[config.mk]
export PLATFORM = sky130hd
export DESIGN_NAME = stereo_matcher
export DESIGN_NICKNAME = d
export VERILOG_FILES = /design/src/rtl/stm_pkg.sv /design/src/rtl/stm_fifo.sv /design/src/rtl/stm_cam.sv /design/src/rtl/stm_ctrl.sv /design/src/rtl/stereo_matcher.sv
export SDC_FILE = /design/constraint.sdc
export NUM_CORES = 2
export LEC_CHECK = 0
export ABC_AREA = 1
export BUFFER_PORTS_ARGS = -buffer_cell sky130_fd_sc_hd__buf_4
export CAP_MARGIN = 20
export CORE_MARGIN = 3
export CORE_UTILIZATION = 51
export DETAILED_ROUTE_END_ITERATION = 10
export PLACE_DENSITY = 0.75
export SYNTH_ARGS = -nofsm -noshare
export SYNTH_HDL_FRONTEND = slang
export SYNTH_HIERARCHICAL = 1
export SYNTH_SLANG_ARGS = --single-unit
[constraint.sdc]
create_clock -name clk -period 7.3 [get_ports clk]
set_input_delay 0.73 -clock clk [delete_from_list [all_inputs] [get_ports clk]]
set_output_delay 0.73 -clock clk [all_outputs]
set_load 0.02 [all_outputs]
[src/rtl/stm_pkg.sv]
package stm_pkg;
    localparam int ROW_W = 9;
    localparam int X_W   = 10;
    localparam int COL_W = 4;

    typedef struct packed {
        logic [X_W-1:0]   x;
        logic [COL_W-1:0] c_from;
        logic [COL_W-1:0] c_to;
    } cam_ent_t;

    typedef struct packed {
        logic [ROW_W-1:0] row;
        cam_ent_t         body;
    } trans_t;

    typedef struct packed {
        logic [ROW_W-1:0] row;
        logic [X_W-1:0]   disp;
        logic [X_W-1:0]   xmean;
    } pair_t;

    typedef enum logic [1:0] {
        ST_IDLE   = 2'd0,
        ST_LOAD   = 2'd1,
        ST_MATCH  = 2'd2,
        ST_SECOND = 2'd3
    } mstate_t;
endpackage

[src/rtl/stm_fifo.sv]
module stm_fifo #(
    parameter int W     = 8,
    parameter int DEPTH = 16,
    localparam int PTR_W = $clog2(DEPTH),
    localparam int CNT_W = $clog2(DEPTH + 1)
) (
    input  logic         clk_i,
    input  logic         rst_ni,
    input  logic         push_i,
    input  logic [W-1:0] data_i,
    input  logic         pop_i,
    output logic [W-1:0] data_o,
    output logic         empty_o,
    output logic         full_o
);
    localparam logic [CNT_W-1:0] CAP  = CNT_W'(DEPTH);
    localparam logic [PTR_W-1:0] LAST = PTR_W'(DEPTH - 1);

    logic [W-1:0]     mem [DEPTH];
    logic [PTR_W-1:0] rd_q, wr_q;
    logic [CNT_W-1:0] cnt_q;

    assign empty_o = (cnt_q == '0);
    assign full_o  = (cnt_q == CAP);
    assign data_o  = mem[rd_q];

    always_ff @(posedge clk_i) begin
        if (push_i) mem[wr_q] <= data_i;
    end

    always_ff @(posedge clk_i) begin
        if (!rst_ni) begin
            rd_q  <= '0;
            wr_q  <= '0;
            cnt_q <= '0;
        end else begin
            if (push_i) wr_q <= (wr_q == LAST) ? '0 : wr_q + PTR_W'(1);
            if (pop_i)  rd_q <= (rd_q == LAST) ? '0 : rd_q + PTR_W'(1);
            if (push_i && !pop_i)      cnt_q <= cnt_q + CNT_W'(1);
            else if (pop_i && !push_i) cnt_q <= cnt_q - CNT_W'(1);
        end
    end

    assert_fifo_no_overflow_R10: assert property (@(posedge clk_i) disable iff (!rst_ni)
        push_i |-> (cnt_q != CAP));
    assert_fifo_no_underflow_R10: assert property (@(posedge clk_i) disable iff (!rst_ni)
        pop_i |-> (cnt_q != '0));
endmodule

[src/rtl/stm_cam.sv]
module stm_cam
    import stm_pkg::*;
#(
    parameter int ENTRIES  = 8,
    parameter int MAX_DISP = 150,
    localparam int IDX_W = $clog2(ENTRIES),
    localparam int CNT_W = $clog2(ENTRIES + 1)
) (
    input  logic                          clk_i,
    input  logic                          rst_ni,
    input  logic                          flush_i,
    input  logic                          load_i,
    input  cam_ent_t                      load_data_i,
    input  logic                          shift_i,
    input  logic [CNT_W-1:0]              shift_n_i,
    input  logic [COL_W-1:0]              probe_from_i,
    input  logic [COL_W-1:0]              probe_to_i,
    input  logic [X_W-1:0]                probe_x_i,
    output logic [CNT_W-1:0]              count_o,
    output logic [ENTRIES-1:0][X_W-1:0]   x_o,
    output logic [ENTRIES-1:0]            full_hit_o,
    output logic [ENTRIES-1:0]            from_hit_o,
    output logic [ENTRIES-1:0]            to_hit_o
);
    localparam logic [X_W-1:0]   DMAX = X_W'(MAX_DISP);
    localparam logic [CNT_W-1:0] CAP  = CNT_W'(ENTRIES);

    cam_ent_t         ent_q  [ENTRIES];
    cam_ent_t         ent_sh [ENTRIES];
    logic [CNT_W-1:0] cnt_q;

    assign count_o = cnt_q;

    // Entries move down by shift_n positions; the vacated tail is don't-care.
    always_comb begin
        logic [CNT_W:0] src;
        for (int i = 0; i < ENTRIES; i++) begin
            src       = (CNT_W+1)'(i) + {1'b0, shift_n_i};
            ent_sh[i] = ent_q[i];
            if (src < (CNT_W+1)'(ENTRIES)) ent_sh[i] = ent_q[src[IDX_W-1:0]];
        end
    end

    always_ff @(posedge clk_i) begin
        for (int i = 0; i < ENTRIES; i++) begin
            if (shift_i)                             ent_q[i] <= ent_sh[i];
            else if (load_i && cnt_q == CNT_W'(i))   ent_q[i] <= load_data_i;
        end
    end

    always_ff @(posedge clk_i) begin
        if (!rst_ni)      cnt_q <= '0;
        else if (flush_i) cnt_q <= '0;
        else if (shift_i) cnt_q <= cnt_q - shift_n_i;
        else if (load_i)  cnt_q <= cnt_q + CNT_W'(1);
    end

    for (genvar g = 0; g < ENTRIES; g++) begin : g_cmp
        logic [X_W:0] diff;
        logic         in_rng, live;
        assign diff   = {1'b0, ent_q[g].x} - {1'b0, probe_x_i};
        assign in_rng = !diff[X_W] && (diff[X_W-1:0] <= DMAX);
        assign live   = (cnt_q > CNT_W'(g));
        assign x_o[g]        = ent_q[g].x;
        assign from_hit_o[g] = live && in_rng && (ent_q[g].c_from == probe_from_i);
        assign to_hit_o[g]   = live && in_rng && (ent_q[g].c_to == probe_to_i);
        assign full_hit_o[g] = from_hit_o[g] && (ent_q[g].c_to == probe_to_i);
    end

    assert_cam_cap_R5: assert property (@(posedge clk_i) disable iff (!rst_ni)
        cnt_q <= CAP);
    assert_cam_load_room_R5: assert property (@(posedge clk_i) disable iff (!rst_ni)
        load_i |-> (cnt_q < CAP));
    assert_cam_shift_R4: assert property (@(posedge clk_i) disable iff (!rst_ni)
        shift_i |-> (shift_n_i != '0 && shift_n_i <= cnt_q));
endmodule

[src/rtl/stm_ctrl.sv]
module stm_ctrl
    import stm_pkg::*;
#(
    parameter int ENTRIES  = 8,
    parameter int MAX_DISP = 150,
    localparam int IDX_W = $clog2(ENTRIES),
    localparam int CNT_W = $clog2(ENTRIES + 1)
) (
    input  logic                        clk_i,
    input  logic                        rst_ni,
    input  logic                        lq_empty_i,
    input  logic [ROW_W-1:0]            lq_row_i,
    output logic                        lq_pop_o,
    input  logic                        rq_empty_i,
    input  logic [ROW_W-1:0]            rq_row_i,
    input  logic [X_W-1:0]              rq_x_i,
    output logic                        rq_pop_o,
    input  logic [CNT_W-1:0]            cam_count_i,
    input  logic [ENTRIES-1:0][X_W-1:0] cam_x_i,
    input  logic [ENTRIES-1:0]          full_hit_i,
    input  logic [ENTRIES-1:0]          from_hit_i,
    input  logic [ENTRIES-1:0]          to_hit_i,
    output logic                        cam_flush_o,
    output logic                        cam_load_o,
    output logic                        cam_shift_o,
    output logic [CNT_W-1:0]            cam_shift_n_o,
    input  logic                        res_full_i,
    output logic                        res_push_o,
    output pair_t                       res_data_o
);
    localparam logic [CNT_W-1:0] CAP = CNT_W'(ENTRIES);

    mstate_t          state_q, state_d;
    logic [ROW_W-1:0] row_q;
    pair_t            second_q;
    logic             row_take, second_take;

    logic [IDX_W-1:0] full_idx, from_idx, to_idx;
    logic             full_any, from_any, to_any, part_ok;
    pair_t            full_pair, from_pair, to_pair;

    function automatic pair_t make_pair(input logic [ROW_W-1:0] row,
                                        input logic [X_W-1:0] lx,
                                        input logic [X_W-1:0] rx);
        pair_t        p;
        logic [X_W:0] sum;
        sum     = {1'b0, lx} + {1'b0, rx};
        p.row   = row;
        p.disp  = lx - rx;
        p.xmean = sum[X_W:1];
        return p;
    endfunction

    // Lowest-position winners for the full and the partial search.
    always_comb begin
        full_idx = '0;
        from_idx = '0;
        to_idx   = '0;
        to_any   = 1'b0;
        for (int i = ENTRIES - 1; i >= 0; i--) begin
            if (full_hit_i[i]) full_idx = IDX_W'(i);
            if (from_hit_i[i]) from_idx = IDX_W'(i);
        end
        for (int i = ENTRIES - 1; i >= 0; i--) begin
            if (to_hit_i[i] && IDX_W'(i) > from_idx) begin
                to_idx = IDX_W'(i);
                to_any = 1'b1;
            end
        end
    end

    assign full_any  = |full_hit_i;
    assign from_any  = |from_hit_i;
    assign part_ok   = from_any && to_any;
    assign full_pair = make_pair(row_q, cam_x_i[full_idx], rq_x_i);
    assign from_pair = make_pair(row_q, cam_x_i[from_idx], rq_x_i);
    assign to_pair   = make_pair(row_q, cam_x_i[to_idx], rq_x_i);

    // State register.
    always_ff @(posedge clk_i) begin
        if (!rst_ni) state_q <= ST_IDLE;
        else         state_q <= state_d;
    end

    // Outputs and next state.
    always_comb begin
        state_d       = state_q;
        lq_pop_o      = 1'b0;
        rq_pop_o      = 1'b0;
        cam_flush_o   = 1'b0;
        cam_load_o    = 1'b0;
        cam_shift_o   = 1'b0;
        cam_shift_n_o = '0;
        res_push_o    = 1'b0;
        res_data_o    = full_pair;
        row_take      = 1'b0;
        second_take   = 1'b0;
        unique case (state_q)
            ST_IDLE: begin
                if (!rq_empty_i) begin
                    if (cam_count_i == '0 || rq_row_i != row_q) begin
                        cam_flush_o = 1'b1;
                        row_take    = 1'b1;
                        state_d     = ST_LOAD;
                    end else if (!lq_empty_i && lq_row_i == row_q && cam_count_i < CAP) begin
                        state_d = ST_LOAD;
                    end else begin
                        state_d = ST_MATCH;
                    end
                end
            end
            ST_LOAD: begin
                if (!lq_empty_i && lq_row_i < row_q) begin
                    lq_pop_o = 1'b1;
                end else if (!lq_empty_i && lq_row_i == row_q && cam_count_i < CAP) begin
                    lq_pop_o   = 1'b1;
                    cam_load_o = 1'b1;
                end else begin
                    state_d = ST_MATCH;
                end
            end
            ST_MATCH: begin
                if (full_any) begin
                    if (!res_full_i) begin
                        res_push_o    = 1'b1;
                        res_data_o    = full_pair;
                        cam_shift_o   = 1'b1;
                        cam_shift_n_o = CNT_W'(full_idx) + CNT_W'(1);
                        rq_pop_o      = 1'b1;
                        state_d       = ST_IDLE;
                    end
                end else if (part_ok) begin
                    if (!res_full_i) begin
                        res_push_o    = 1'b1;
                        res_data_o    = from_pair;
                        second_take   = 1'b1;
                        cam_shift_o   = 1'b1;
                        cam_shift_n_o = CNT_W'(to_idx) + CNT_W'(1);
                        rq_pop_o      = 1'b1;
                        state_d       = ST_SECOND;
                    end
                end else begin
                    rq_pop_o = 1'b1;
                    state_d  = ST_IDLE;
                end
            end
            ST_SECOND: begin
                res_data_o = second_q;
                if (!res_full_i) begin
                    res_push_o = 1'b1;
                    state_d    = ST_IDLE;
                end
            end
        endcase
    end

    always_ff @(posedge clk_i) begin
        if (!rst_ni) begin
            row_q    <= '0;
            second_q <= '0;
        end else begin
            if (row_take)    row_q    <= rq_row_i;
            if (second_take) second_q <= to_pair;
        end
    end

    assert_res_no_overflow_R10: assert property (@(posedge clk_i) disable iff (!rst_ni)
        res_push_o |-> !res_full_i);
    assert_disp_window_R3: assert property (@(posedge clk_i) disable iff (!rst_ni)
        res_push_o |-> (res_data_o.disp <= X_W'(MAX_DISP)));
    assert_result_row_R2: assert property (@(posedge clk_i) disable iff (!rst_ni)
        (res_push_o && state_q == ST_MATCH) |-> (res_data_o.row == rq_row_i));
    assert_second_follows_R6: assert property (@(posedge clk_i) disable iff (!rst_ni)
        (state_q == ST_SECOND) |-> ($past(state_q) == ST_MATCH || $past(state_q) == ST_SECOND));
    assert_right_consume_R7: assert property (@(posedge clk_i) disable iff (!rst_ni)
        rq_pop_o |-> (state_q == ST_MATCH && !rq_empty_i));
    assert_load_row_R8: assert property (@(posedge clk_i) disable iff (!rst_ni)
        cam_load_o |-> (lq_row_i == row_q));
endmodule

[src/rtl/stereo_matcher.sv]
module stereo_matcher
    import stm_pkg::*;
#(
    parameter int CAM_ENTRIES = 8,
    parameter int FIFO_DEPTH  = 16,
    parameter int MAX_DISP    = 150
) (
    input  logic             clk,
    input  logic             rst_n,
    input  logic             l_valid,
    output logic             l_ready,
    input  logic [ROW_W-1:0] l_row,
    input  logic [X_W-1:0]   l_x,
    input  logic [COL_W-1:0] l_from,
    input  logic [COL_W-1:0] l_to,
    input  logic             r_valid,
    output logic             r_ready,
    input  logic [ROW_W-1:0] r_row,
    input  logic [X_W-1:0]   r_x,
    input  logic [COL_W-1:0] r_from,
    input  logic [COL_W-1:0] r_to,
    output logic             m_valid,
    input  logic             m_ready,
    output logic [ROW_W-1:0] m_row,
    output logic [X_W-1:0]   m_disp,
    output logic [X_W-1:0]   m_xmean
);
    localparam int CNT_W = $clog2(CAM_ENTRIES + 1);
    localparam int TW    = $bits(trans_t);
    localparam int PW    = $bits(pair_t);

    trans_t l_in, r_in, lq_head, rq_head;
    pair_t  res_in, res_head;
    logic   lq_empty, lq_full, lq_pop, rq_empty, rq_full, rq_pop;
    logic   res_empty, res_full, res_push;

    logic                             cam_flush, cam_load, cam_shift;
    logic [CNT_W-1:0]                 cam_shift_n, cam_count;
    logic [CAM_ENTRIES-1:0][X_W-1:0]  cam_x;
    logic [CAM_ENTRIES-1:0]           full_hit, from_hit, to_hit;

    assign l_in    = '{row: l_row, body: '{x: l_x, c_from: l_from, c_to: l_to}};
    assign r_in    = '{row: r_row, body: '{x: r_x, c_from: r_from, c_to: r_to}};
    assign l_ready = !lq_full;
    assign r_ready = !rq_full;
    assign m_valid = !res_empty;
    assign m_row   = res_head.row;
    assign m_disp  = res_head.disp;
    assign m_xmean = res_head.xmean;

    stm_fifo #(.W(TW), .DEPTH(FIFO_DEPTH)) u_left_q (
        .clk_i(clk), .rst_ni(rst_n), .push_i(l_valid && l_ready), .data_i(l_in),
        .pop_i(lq_pop), .data_o(lq_head), .empty_o(lq_empty), .full_o(lq_full));

    stm_fifo #(.W(TW), .DEPTH(FIFO_DEPTH)) u_right_q (
        .clk_i(clk), .rst_ni(rst_n), .push_i(r_valid && r_ready), .data_i(r_in),
        .pop_i(rq_pop), .data_o(rq_head), .empty_o(rq_empty), .full_o(rq_full));

    stm_fifo #(.W(PW), .DEPTH(FIFO_DEPTH)) u_result_q (
        .clk_i(clk), .rst_ni(rst_n), .push_i(res_push), .data_i(res_in),
        .pop_i(m_valid && m_ready), .data_o(res_head), .empty_o(res_empty), .full_o(res_full));

    stm_cam #(.ENTRIES(CAM_ENTRIES), .MAX_DISP(MAX_DISP)) u_cam (
        .clk_i(clk), .rst_ni(rst_n), .flush_i(cam_flush), .load_i(cam_load),
        .load_data_i(lq_head.body), .shift_i(cam_shift), .shift_n_i(cam_shift_n),
        .probe_from_i(rq_head.body.c_from), .probe_to_i(rq_head.body.c_to),
        .probe_x_i(rq_head.body.x), .count_o(cam_count), .x_o(cam_x),
        .full_hit_o(full_hit), .from_hit_o(from_hit), .to_hit_o(to_hit));

    stm_ctrl #(.ENTRIES(CAM_ENTRIES), .MAX_DISP(MAX_DISP)) u_ctrl (
        .clk_i(clk), .rst_ni(rst_n),
        .lq_empty_i(lq_empty), .lq_row_i(lq_head.row), .lq_pop_o(lq_pop),
        .rq_empty_i(rq_empty), .rq_row_i(rq_head.row), .rq_x_i(rq_head.body.x), .rq_pop_o(rq_pop),
        .cam_count_i(cam_count), .cam_x_i(cam_x), .full_hit_i(full_hit),
        .from_hit_i(from_hit), .to_hit_i(to_hit), .cam_flush_o(cam_flush),
        .cam_load_o(cam_load), .cam_shift_o(cam_shift), .cam_shift_n_o(cam_shift_n),
        .res_full_i(res_full), .res_push_o(res_push), .res_data_o(res_in));

    assert_result_hold_R9: assert property (@(posedge clk) disable iff (!rst_n)
        (m_valid && !m_ready) |=> (m_valid && $stable(m_row) && $stable(m_disp) && $stable(m_xmean)));
    assert_reset_idle_R1: assert property (@(posedge clk)
        !rst_n |=> (!m_valid && l_ready && r_ready));
endmodule

### Word level (Yosys, flattened, before mapping)

Memory sizes are Yosys's and may differ from the RTL's. A register that Yosys moved wholly into a read port is not among the register bits.
Index checks and enable logic that the tools add are counted.
W data, S select, Z words.

* register bits after elaboration: 83
* bits in writable memories: 1472
* bits of input ports: 59
* word-level logic and storage cells: 387
* memories kept: 4

Memories
* u_result_q.mem: depth 16, width 29, rd ports 1, clocked after memory_dff 1, write ports 1, line stm_fifo.sv:19 `logic [W-1:0] mem [DEPTH];`
* u_left_q.mem: depth 16, width 27, rd ports 1, clocked after memory_dff 1, write ports 1, line stm_fifo.sv:19
* u_right_q.mem: depth 16, width 27, rd ports 1, clocked after memory_dff 1, write ports 1, line stm_fifo.sv:19
* u_cam.ent_q: depth 8, width 18, rd ports 16, clocked after memory_dff 0, write ports 8, line stm_cam.sv:28 `cam_ent_t ent_q [ENTRIES];`

* add/subtract/negate cells: 37
* $lt $le $gt $ge: 37
* eq/ne operators: 41
* multiplexer cells: 143
* bitwise operators: 9
* reduce and logical (&&, ||, !) cells: 101

Operator list (number)
* $mux W18: 16
* $bmux W10 S3: 3
* $sub A10 B10 Y11: 8
* $le A10 B8 Y1 const B: 8
* $mux W4: 19
* $mux W3: 24
* $logic_and A1 B1 Y1: 69
* $eq A4 B4 Y1: 16
* $mux W20: 3
* $pmux W29 S2: 1
* $mux W1: 57
* $lt A5 B4 Y1 const B: 7
* $add A10 B10 Y11: 3
* $mux W10: 3
* $mux W5: 6
* $sub A10 B10 Y10: 3
* $add A4 B1 Y4 const B: 7
* $eq A4 B4 Y1 const B: 6
* $add A3 B4 Y5 const A: 4
* $logic_not A1 Y1: 18
* $mux W2: 9
* $eq A4 B3 Y1 const B: 4
* $gt A4 B3 Y1 const B: 4
* $reduce_or A8 Y1: 2
* other kinds (34): 68

### Longest topological paths before layout

* word-level depth: 32
* gate-level depth with buffers: 59

### Cells and area by module

Netlist, hierarchy kept.

By module, submodules not included
* stm_fifo (u_result_q): times used 1, cells each 1993, area each 20733.6 µm², sequential area each 14273.7 µm²
* stm_fifo (u_right_q): times used 1, cells each 1862, area each 19362.3 µm², sequential area each 13312.8 µm²
* stm_fifo (u_left_q): times used 1, cells each 1862, area each 19317.3 µm², sequential area each 13312.8 µm²
* stm_cam: times used 1, cells each 2703, area each 17176.5 µm², sequential area each 4404.2 µm²
* stm_ctrl: times used 1, cells each 1314, area each 7609.8 µm², sequential area each 800.8 µm²
* stereo_matcher: times used 1, cells each 9, area each 41.3 µm², sequential area each 0.0 µm²

### Worst setup path after synthesis

No wires, ideal clock.

* kind: register -> register
* from: register with a tool-made name
* to: memory u_cam/ent_q[3][0] in the netlist's numbering (enable)
* arrival time: 7344 ps
* data required time: 6882 ps
* setup slack: -462 ps
* stages on the path, launching flop included: 45
* period minus slack after synthesis: 7762 ps
* path through: dfxtp_1 > buf_4 > buf_4 > buf_2 > nand2_1 > nand3_1 > nand3_1 > nand3_1 > nand2_1 > inv_1 > fa_1 > or2_2 > nand4_1 > nand3_1 > nand2_1 > nand3_1 > nand2_1 > nand3_1 > [... 9 more ...] > nand2_1 > nand2_1 > nand3b_1 > nand2_1 > nand2_1 > inv_1 > clkbuf_1 > ha_1 > nand2_1 > nand2_1 > inv_2 > buf_2 > clkbuf_1 > ha_1 > nor2_1 > nor2_2 > o21ai_0 > o21ai_0

RTL lines (line)
* end, declared: stm_cam.sv:28

==> results by group <==
Worst hold path
  • WHS Endpoint: u_right_q/mem[5][6]
  • Origin of the worst min-delay path: r_from[2]
  • Hold Crit Class: in2reg
  • Hold Path Depth: 1

Final layout
  • Ratio of cells with drive above 1 in the final layout: roughly a tenth
  • NumNets Final: 10149
  • Area Overhead vs Synth: 12.74%
  • Fin cells: 12209

CTS
  • Worst skew pair latency: a little over 0.8 ns
  • Clk buf depth: 3
  • Worst-path clk slew: about 0.06 ns
  • Total CTS buffers: 162
  • H-tree Lvls: 4
  • CTS tree: yes
  • Root buf cell: clkbuf_16
  • Number of clock sinks: about 1600

Detailed routing
  • DRT antenna net count: 0
  • DRT Pass-1 Iters: 7
  • Via count: 68822
  • DRC violations left: 0
  • Avg WL per Cell: 20.94 µm
  • Initial detailed-routing violation count: around 8500
  • Via-per-instance ratio: 5.637
  • Final WL: 255600 µm

Floorplanning
  • Die ar.: ~170000 µm²
  • Rows: 148
  • Die height: 412.4 µm
  • I/O pin total: 91
  • Chip Width: around 410 µm
  • CORE AREA: ~160000 µm²
  • Initial core utilization: 51.52%

GRT
  • Grt ovf: 0
  • Largest net degree at the start of global routing: 196
  • First-pass GRT wire length: between 300000 and 400000 µm
  • Antenna violations before repair: 17
  • Total track usage: 29.42%
  • Vias in the first global route: 64792

Placed design
  • Number of I/O port buffers: 90
  • Gpl congestion: 1.001
  • Final HPWL DP: 161000 µm
  • Placed Cells: 11877

Run
  • Max-cap violations: 0

Setup path
  • R2R cell count: 43
  • Startpoint types: register
  • Crit-path max FO: 21
  • Critical path class: reg2reg
  • Reg2reg end: u_result_q/mem[0][18]
  • CP max stage cell: fa_1
  • Largest stage delay, worst path: 0.48 ns
  • Required time of the critical path: 7.86 ns
  • WP data arrival: 7.58 ns
  • Most used cell, CP: nand2_1
  • Reg2Reg Setup Slack: between 0.2 and 0.3 ns
  • CP endpoint kind: register

STA
  • # setup viols final: 0
  • Fmax: 0.1424 GHz
  • Rel. slew slack: about a third
  • Clock skew: 0.04953 ns
  • Hold_ws: between 0.2 and 0.25 ns
  • Min Tclk post-route: about 7.0 ns
  • Worst Tran Pin Value: 1.014 ns
  • Pins over their slew limit: 0
  • Final period util: between 90% and 100%
  • Final Hold Fails: 0

Synth
  • Mapped Avg Cell Area: 8.647 µm²
  • Post-synthesis cell count: around 10000
  • Mapped Nets: 10006
  • Synth Warn #: 6
  • Cell Area, Synth: 84240 µm²

Power and ir drop
  • Worst vdd ir: 345.8 µV
  • Leakage power: around 0.042 µW
  • Power density over the cells: 353.8 nW/µm²

Status
  • Run status: finished, final reports clean
-- per-layer routing --
metal / global-route usage, % / vias to the layer above / part of all wire [%]
met1: 37.44 / 32224 / 38
li1: - / 32077 / -
met4: 14.08 / 18 / 4.9
met3: 5.783 / 753 / 10
met2: 48.29 / 3750 / 47
met5: 0 / - / 0.053
-- cell type report --
| type | instances | area, µm² |
|---|---|---|
| flip-flops and latches | 1567 | 46130 |
| diodes | 8 | 20.02 |
| fillers | 13581 | 68540 |
| clock inverters | 94 | 1002 |
| clock buffers | 211 | 4390 |
| well taps | 2175 | 2721 |
| multi-input cells | 6110 | 29970 |
| repair inverters | 1 | 8.758 |
| repair buffers | 528 | 4972 |
| inverters | 1515 | 5753 |
-- how the worst max path moves through the flow --
stage / slack (ns) / start / to / depth (start not counted)
after floorplan: -0.46 / register / u_cam/ent_q[3][0] / 44
after global routing: -0.05 / register / u_result_q/mem[2][14] / 42
final: 0.28 / register / u_result_q/mem[0][18] / 43
after CTS: 0.01 / register / u_result_q/mem[10][18] / 44
after global placement: -0.07 / register / u_result_q/mem[5][18] / 40
after detailed placement: -0.21 / register / u_result_q/mem[11][14] / 39
-- cell usage in the layout (no fill, tap or decap), types with 144 or more instances in the layout --
master / instances
o21ai_1: 144
nand3_1: 1425
nand2_1: 2992
o21ai_0: 415
buf_4: 446
a21oi_1: 166
clkbuf_16: 166
ha_1: 185
inv_1: 1482
edfxtp_1: 1472
nor2_1: 237
-- critical path: cells and delay by family (launching register included) --
| family | cells | cell delay [ns] |
|---|---|---|
| AND/OR/NAND/NOR | 21 | 2.12 |
| buffers and inverters | 11 | 1.70 |
| adder cells (fa/ha/maj) | 3 | 1.17 |
| AO/OA/AOI/OAI | 7 | 1.13 |
| flip-flops | 1 | 0.38 |
| XOR/XNOR | 1 | 0.24 |
-- stage by stage --
step / power (µW) / util (%) / area [µm²] / worst slack (ns) / TNS, ns
floorplan: 20200 / - / 84240 / -0.4617 / -16.62
global placement: 24560 / 54.48 / 89090 / -0.06836 / -1.195
detailed placement: 24890 / 54.48 / 89090 / -0.2062 / -9.187
CTS: 33290 / 57.80 / 94510 / 0.01454 / 0
global route: 35510 / 58.08 / 94960 / -0.05265 / -1.528
finish: 33600 / 58.08 / 94970 / 0.2783 / 0
-- power by group --
| part | switching (µW) | internal, µW | total [µW] |
|---|---|---|---|
| sequential | 292 | 11000 | 11300 |
| clock | 3580 | 4810 | 8390 |
| combinational | 9150 | 4730 | 13900 |
| total | 13000 | 20600 | 33600 |
-- repair_timing --
item,in CTS,in global routing
cloned,0,3
pin swaps,0,5
hold buffers,0,0
hold endpoints to repair,0,0
setup buffers,1,11
resized for setup,5,51
setup endpoints to repair,80,535
-- state kept, by name, indices dropped and copies added (netlist names), named ones only --
| register | count |
|---|---|
| u_result_q/wr_q | 4 |
| u_result_q/mem | 464 |
| u_left_q/cnt_q | 5 |
| u_result_q/rd_q | 4 |
| u_cam/count_o | 4 |
| u_left_q/rd_q | 4 |
| u_right_q/wr_q | 4 |
| u_right_q/mem | 432 |
| u_ctrl/row_q | 9 |
| u_left_q/mem | 432 |
| u_result_q/cnt_q | 5 |
| u_left_q/wr_q | 4 |
| u_cam/ent_q | 144 |
| u_right_q/cnt_q | 5 |
| u_ctrl/second_q | 29 |
| u_right_q/rd_q | 4 |
| u_ctrl/state_q | 2 |
(Power assumes the default switching activity.)
